### config.mk
export PLATFORM = sky130hd
export DESIGN_NAME = dram_cycle_decoder
export DESIGN_NICKNAME = d
export VERILOG_FILES = /design/src/rtl/dram_cycle_decoder.sv
export SDC_FILE = /design/constraint.sdc
export NUM_CORES = 1
export LEC_CHECK = 0
export BUFFER_PORTS_ARGS = -buffer_cell sky130_fd_sc_hd__buf_2
export CAP_MARGIN = 20
export CORE_ASPECT_RATIO = 0.9
export CORE_MARGIN = 5
export CORE_UTILIZATION = 30
export DETAILED_ROUTE_END_ITERATION = 8
export RECOVER_POWER = 100
export SYNTH_ARGS = -nofsm -noshare
export SYNTH_HDL_FRONTEND = slang
export SYNTH_SLANG_ARGS = --single-unit
### constraint.sdc
create_clock -name clk -period 2.78 [get_ports clk]
set_clock_uncertainty 0.15 [all_clocks]
set_input_delay 0.556 -clock clk [delete_from_list [all_inputs] [get_ports clk]]
set_output_delay 0.556 -clock clk [all_outputs]
set_load 0.05 [all_outputs]
### src/rtl/dram_cycle_decoder.sv
module dram_cycle_decoder #(
  parameter int ROW_W      = 10,
  parameter int SELF_TICKS = 20000,
  parameter int REF_TICKS  = 3000
) (
  input  logic             clk,
  input  logic             rst_n,
  input  logic             ras_n,
  input  logic             ucas_n,
  input  logic             lcas_n,
  input  logic             we_n,
  input  logic             oe_n,
  output logic             row_latch,
  output logic             col_latch,
  output logic [1:0]       byte_we,
  output logic [1:0]       dout_en,
  output logic             refresh_go,
  output logic [ROW_W-1:0] refresh_row,
  output logic             self_ref,
  output logic             cycle_valid,
  output logic [2:0]       cycle_type
);
  localparam int STW = $clog2(SELF_TICKS + 1);
  localparam int RTW = $clog2(REF_TICKS + 1);
  localparam logic [2:0] T_RD = 3'd1, T_WR = 3'd2, T_RMW = 3'd3, T_RONLY = 3'd4,
                         T_CBR = 3'd5, T_HID = 3'd6, T_SELF = 3'd7;

  typedef enum logic [1:0] {M_IDLE, M_ACCESS, M_REFR} mode_t;

  logic [4:0] sy1, sy2, prv;
  always_ff @(posedge clk or negedge rst_n)
    if (!rst_n) begin
      sy1 <= '0; sy2 <= '0; prv <= '0;
    end else begin
      sy1 <= {~oe_n, ~we_n, ~ucas_n, ~lcas_n, ~ras_n};
      sy2 <= sy1;
      prv <= sy2;
    end

  logic       ras, cas, we, oe;
  logic [1:0] lanes, lane_fall;
  logic       ras_fall, ras_rise, cas_first, we_fall;
  assign ras       = sy2[0];
  assign lanes     = sy2[2:1];
  assign we        = sy2[3];
  assign oe        = sy2[4];
  assign cas       = |lanes;
  assign ras_fall  = ras & ~prv[0];
  assign ras_rise  = ~ras & prv[0];
  assign lane_fall = lanes & ~prv[2:1];
  assign cas_first = cas & ~|prv[2:1];
  assign we_fall   = we & ~prv[3];

  mode_t            mode;
  logic             hidden_q, cas_held, col_seen, wr_seen, rmw_seen;
  logic [ROW_W-1:0] rcnt;
  logic [STW-1:0]   st_cnt;
  logic [RTW-1:0]   rt_cnt;
  logic [1:0]       drv, drv_nxt;

  always_ff @(posedge clk or negedge rst_n)
    if (!rst_n)                cas_held <= 1'b0;
    else if (!cas)             cas_held <= 1'b0;
    else if (cas_first && ras) cas_held <= 1'b1;

  always_ff @(posedge clk or negedge rst_n)
    if (!rst_n) begin
      mode <= M_IDLE; hidden_q <= 1'b0; col_seen <= 1'b0; wr_seen <= 1'b0;
      rmw_seen <= 1'b0; rcnt <= '0; st_cnt <= '0; rt_cnt <= '0;
      row_latch <= 1'b0; col_latch <= 1'b0; byte_we <= '0; refresh_go <= 1'b0;
      refresh_row <= '0; self_ref <= 1'b0; cycle_valid <= 1'b0; cycle_type <= '0;
    end else begin
      row_latch   <= 1'b0;
      col_latch   <= 1'b0;
      byte_we     <= '0;
      refresh_go  <= 1'b0;
      cycle_valid <= 1'b0;
      if (ras_fall) begin
        if (cas) begin
          mode        <= M_REFR;
          hidden_q    <= cas_held;
          refresh_go  <= 1'b1;
          refresh_row <= rcnt;
          rcnt        <= rcnt + 1'b1;
          st_cnt      <= '0;
        end else begin
          mode      <= M_ACCESS;
          row_latch <= 1'b1;
          col_seen  <= 1'b0;
          wr_seen   <= 1'b0;
          rmw_seen  <= 1'b0;
        end
      end else if (ras_rise) begin
        cycle_valid <= 1'b1;
        if (mode == M_REFR)
          cycle_type <= self_ref ? T_SELF : (hidden_q ? T_HID : T_CBR);
        else
          cycle_type <= rmw_seen ? T_RMW : wr_seen ? T_WR : col_seen ? T_RD : T_RONLY;
        mode     <= M_IDLE;
        self_ref <= 1'b0;
      end else if (mode == M_ACCESS) begin
        if (cas_first) begin
          col_latch <= 1'b1;
          col_seen  <= 1'b1;
        end
        byte_we <= (lane_fall & {2{we}}) | (lanes & {2{we_fall}});
        if (|lane_fall && we) wr_seen  <= 1'b1;
        if (we_fall && cas)   rmw_seen <= 1'b1;
      end else if (mode == M_REFR) begin
        if (!self_ref) begin
          if (!cas) st_cnt <= '0;
          else if (32'(st_cnt) == SELF_TICKS - 1) begin
            self_ref <= 1'b1;
            rt_cnt   <= '0;
          end else st_cnt <= st_cnt + 1'b1;
        end else if (32'(rt_cnt) == REF_TICKS - 1) begin
          rt_cnt      <= '0;
          refresh_go  <= 1'b1;
          refresh_row <= rcnt;
          rcnt        <= rcnt + 1'b1;
        end else rt_cnt <= rt_cnt + 1'b1;
      end
    end

  always_comb begin
    drv_nxt = drv;
    if ((!ras && !cas) || we)        drv_nxt = '0;
    else if (mode == M_ACCESS && ras) drv_nxt = cas_first ? lanes : (drv | lane_fall);
  end

  always_ff @(posedge clk or negedge rst_n)
    if (!rst_n) begin
      drv <= '0; dout_en <= '0;
    end else begin
      drv     <= drv_nxt;
      dout_en <= drv_nxt & {2{oe & ~we}};
    end
endmodule


======== Word-level counts from Yosys, hierarchy flattened ========
Cells that the tools add are included.
word-level totals
  register bits ........................... 82
  input bits .............................. 7
  output and inout port bits .............. 22
  word-level logic and storage cells ...... 170
cells by class
  add/sub/neg operators ................... 3
  eq/ne operators ......................... 12
  multiplexer cells ....................... 77
  bitwise logic cells ..................... 24
  reductions and logical operators ........ 32
operators by type and width
  kind                                                              number
  10-bit two-way mux                                                14
  15-bit two-way mux                                                8
  12-bit two-way mux                                                4
  1-bit two-way mux                                                 36
  2-bit two-way mux                                                 11
  2-bit nonzero test                                                11
  6-bit AND reduction                                               3
  15-bit by 1-bit adder with 15-bit output (second input constant)  1
  15-bit == test (second input constant)                            1
  12-bit by 1-bit adder with 12-bit output (second input constant)  1
  12-bit == test (second input constant)                            1
  3-bit two-way mux                                                 4
  1-bit inverter                                                    12
  4-bit AND reduction                                               3
  10-bit by 1-bit adder with 10-bit output (second input constant)  1
  2-bit != test (second input constant)                             5
  2-bit bitwise AND                                                 4
  2-bit OR reduction                                                3
  1-bit bitwise AND                                                 5
  1-bit logical AND                                                 5
  2-bit by 1-bit != test with 1-bit output (second input constant)  2
  2-bit bitwise OR                                                  2
  2-bit AND reduction                                               2
  1-bit zero test                                                   3
  6 further kinds                                                   6

======== Longest topological paths before layout ========
  depth after elaboration ................. 8
  mapped depth ............................ 11
  gate-level depth less buffers ........... 8

======== Worst setup path after synthesis ========
Ideal clock, no wire load.
  path kind ............................... register to register
  start ................................... register sy2[0]
  end ..................................... register rcnt[1]
  setup time .............................. 0.125 ns
  arrival time ............................ 1.970 ns
  required time ........................... 2.505 ns
  slack ................................... 0.535 ns
  cell stages (with the launch flop) ...... 9
  period minus slack after synthesis ...... 2.245 ns
  cells stage by stage .................... dfrtp_1 -> inv_1 -> ha_1 -> clkbuf_1 -> or3_1 -> a21o_1 -> buf_6 -> buf_6 -> mux2_4
between the ends
  word-level cells in the longest chain between the ends .. 4
  elaborated cells between the ends (all ways) .. 11
  classes of those cells .................. 3 x eq/ne; 1 x mux; 3 x bitwise; 4 x reduce/logical
ends and longest elaborated chain
  item                                  line  source
  start, declared                       30    logic [4:0] sy1, sy2, prv;
  start signal, assigned                36    sy2 <= sy1;
  1-bit inverter                        49    assign ras_rise = ~ras & prv[0];
  1-bit bitwise AND                     49
  2-bit != test (no source line)        -
  6-bit AND reduction (no source line)  -
  end signal, assigned                  84    rcnt <= rcnt + 1'b1;
  end signal, assigned                  120   rcnt <= rcnt + 1'b1;
  end, declared                         56    logic [ROW_W-1:0] rcnt;
Parallel ways exist; a longest one is shown, timed or not.
A chain may end at the register's enable or synchronous reset.

======== Final worst setup path ========
  start ................................... register sy2[0]
  end ..................................... register rt_cnt[9]
between the ends
  word-level cells in the longest chain between the ends .. 4
  elaborated cells between the ends (all ways) .. 6
  classes of those cells .................. 5 x bitwise; 1 x reduce/logical
ends and longest elaborated chain
  item                                      line  source
  1-bit inverter                            49
  1-bit bitwise AND                         49
  1-bit inverter (no source line)           -
  6-bit AND reduction (no source line) (*)  -
  end signal, assigned                      121   end else rt_cnt <= rt_cnt + 1'b1;
  end, declared                             58    logic [RTW-1:0] rt_cnt;
Every way passes the cells marked *; elsewhere a longest branch is shown, timed or not.

==> impl_metrics.env <==
export IMPL_antenna_found_initial=0
export IMPL_rows=38
export IMPL_hold_path_startpoint="sy1[2]"
export IMPL_fmax_mhz=401
export IMPL_min_path_cells=0
export IMPL_synth_top_area_cell="dfrtp_1"
export IMPL_powerDensity_nw_per_um2=699
export IMPL_viasPerCell=4.96
export IMPL_synth_seq_cells=82
export IMPL_grt_pass1_wl_um=13000
export IMPL_min_period_ps=2490
export IMPL_syn2layout_area_growth_pct=16.2
export IMPL_fin_crit_sh=0.896
export IMPL_status="complete, but fails checks"
export IMPL_relSlewSlack=-0.341
export IMPL_antenna_left=0
export IMPL_arrival_ps=2620
export IMPL_setup_tns_ps=0
export IMPL_r2r_start="sy2[0]"
export IMPL_syn_area_per_cell_sq_um=11.0
export IMPL_hp_class="flop to flop"
export IMPL_vias=2666
export IMPL_cts_tree="done"
export IMPL_path_class="flop to flop"
export IMPL_slew_viol_final=36
export IMPL_ctsHoldBuffers=0
export IMPL_antenna_cells=0
export IMPL_drive_gt1_frac=0.116
export IMPL_nets=385
export IMPL_design_area_sq_um=4310
export IMPL_die_height_um=116
export IMPL_ios=29
export IMPL_synth_edf_count=0
export IMPL_drv_cap=1
export IMPL_clkTransAtPathRegs_ps=60
export IMPL_p_leak_nw=1.90
export IMPL_required_ps=2910
export IMPL_core_sq_um=12100
export IMPL_totalWireLength_um=7590
export IMPL_fp_dieW_um=127
export IMPL_drcViolationCount=0
export IMPL_synth_nets=351
export IMPL_synth_warnings=0
export IMPL_violations="max-capacitance violations, max-slew violations"
export IMPL_start_util=0.307
export IMPL_h_tree_depth=3
export IMPL_synthesis_instances=339
export IMPL_grt_ovfl_total=0
export IMPL_reg2regPathDepth=7
export IMPL_grt_start_max_net_pins=48
export IMPL_end_kind="flop"
export IMPL_ff2ff_setup_slack_ps=290
export IMPL_clk_latency_ps=340
export IMPL_synthTopCellsByArea="dfrtp_1 (55%), nand3_1 (3.1%), mux2_2 (3.0%)"
export IMPL_drtPass1Iterations=4
export IMPL_cts_buffers=9
export IMPL_worst_path_max_fanout=13
export IMPL_hold_viol=0
export IMPL_mappedNetlistArea_sq_um=3710
export IMPL_synth_top_cell_area_share=0.553
export IMPL_worstMarginPinSlew_ps=2010
export IMPL_ir_worst_vdd_mv=0.313
export IMPL_setup_viol=0
export IMPL_clock_sinks=82
export IMPL_dieArea_sq_um=14700
export IMPL_place_area_sq_um=4030
export IMPL_grt_pass1_vias=2594
export IMPL_first_iter_violations=268
export IMPL_cts_root_buf="clkbuf_16"
export IMPL_rsz0062_at_grt="no"
export IMPL_startpoint_type="flop"
export IMPL_yosysUniqueCellTypes=55
export IMPL_gp_congestion=0.847
export IMPL_io_buffer_count=28
export IMPL_ys_flop_type="dfrtp_1"
export IMPL_dp_hpwl_um=5370
export IMPL_clockBufferDepth=2
export IMPL_grt_total_usage=0.111
export IMPL_ys_seq_area_frac=0.553
export IMPL_wl_per_cell_um=14.1
export IMPL_hold_end="sy2[2]"
export IMPL_r2r_end="rt_cnt[9]"
export IMPL_synthArstFlopShare=1.00
critical path, cell delays in order (launching register included):
cell     delay [ps]
dfrtp_1         390
inv_1            90
ha_1            370
nor4b_4         410
nand2_1         190
nor2b_1         460
nor3b_1         250
a211o_1         120
cell usage in the layout, fill, tap and decap left out, types with 3 or more instances in the layout:
cell,Yosys,layout
dfrtp_1,82,82
nand2_1,28,29
clkbuf_1,5,26
nor2_1,25,24
nand3_1,23,23
inv_1,15,16
o21ai_0,14,14
nor3_1,10,11
nand4_1,11,11
mux2_2,10,10
o211ai_1,10,10
o31ai_1,9,9
clkbuf_16,0,9
a21oi_1,7,7
and3_1,6,6
xor2_1,5,5
ha_1,5,5
buf_2,0,5
nor3b_1,4,4
nor2b_1,4,4
a31oi_1,4,4
xnor2_1,4,4
a21o_1,3,3
nand2b_1,3,3
and4_1,3,3
a22o_1,3,3
or3_1,3,3
mux2_1,0,3
clkbuf_8,0,3
state kept, by name, summed over array words and instances (netlist names), 2 cells and up:
| register | cells |
|---|---|
| byte_we | 2 |
| refresh_row | 10 |
| rt_cnt | 12 |
| mode | 2 |
| drv | 2 |
| cycle_type | 3 |
| sy1 | 5 |
| rcnt | 10 |
| prv | 4 |
| sy2 | 5 |
| dout_en | 2 |
| st_cnt | 15 |
cell usage after synthesis, types with 7 or more instances:
library cell,n
nand4_1,11
o21ai_0,14
nand2_1,28
o31ai_1,9
dfrtp_1,82
nand3_1,23
mux2_2,10
nor2_1,25
nor3_1,10
inv_1,15
o211ai_1,10
a21oi_1,7
how the worst max path moves through the flow:
stage / from / to / slack [ps]
after floorplan: sy2[0] / rcnt[1] / 540
after global placement: sy2[0] / st_cnt[6] / 350
after detailed placement: sy2[0] / st_cnt[6] / 230
after CTS: sy2[0] / st_cnt[6] / 210
after global routing: sy2[0] / rt_cnt[9] / 50
final: sy2[0] / rt_cnt[9] / 290
kinds of logic after synthesis:
| kind of cell | Yosys count | synth area share |
|---|---|---|
| AO/OA/AOI/OAI | 65 | 0.121 |
| adder cells (fa/ha/maj) | 5 | 0.0169 |
| XOR/XNOR | 9 | 0.0212 |
| buffers and inverters | 25 | 0.0334 |
| AND/OR/NAND/NOR | 140 | 0.212 |
| flip-flops | 82 | 0.553 |
| multiplexers | 13 | 0.0425 |
area by class of cell:
type / instances / area (sq um)
timing repair buffer: 32 / 146
clock buffer: 13 / 270
fill: 1241 / 7760
multi-input combinational: 232 / 1520
tap: 160 / 200
inverter: 16 / 60.1
clock inverter: 3 / 68.8
sequential: 82 / 2050
report_power, final:
part / switching (mW) / leakage [nW] / internal, mW
combinational: 0.242 / 0.644 / 0.0961
clock: 0.461 / 0.166 / 0.863
sequential: 0.0745 / 1.09 / 1.28
total: 0.777 / 1.90 / 2.24
metrics by stage:
| step | total power [mW] | hold slack [ps] | setup WS (ps) | cells | utilization |
|---|---|---|---|---|---|
| 3_3_place_gp | 1.73 | 184 | 352 | 522 | 0.334 |
| 6_report | 3.01 | 196 | 289 | 538 | 0.357 |
| 3_5_place_dp | 1.74 | 185 | 233 | 522 | 0.334 |
| 2_1_floorplan | 1.62 | 110 | 535 | 339 | - |
| 4_1_cts | 3.08 | 42.7 | 214 | 538 | 0.362 |
| 5_1_grt | 3.16 | 202 | 52.0 | 538 | 0.357 |
routing by layer:
layer / track usage / share of wire
met5: 0 / 0
met4: 0.0279 / 0.0090
met3: 0.0406 / 0.053
met2: 0.167 / 0.45
met1: 0.152 / 0.49
repair_timing:
item | 4_1_cts | 5_1_grt
gates resized for setup | 0 | 1
setup buffers | 0 | 0
setup endpoints to repair | 0 | 1
(Power assumes the default switching activity.)
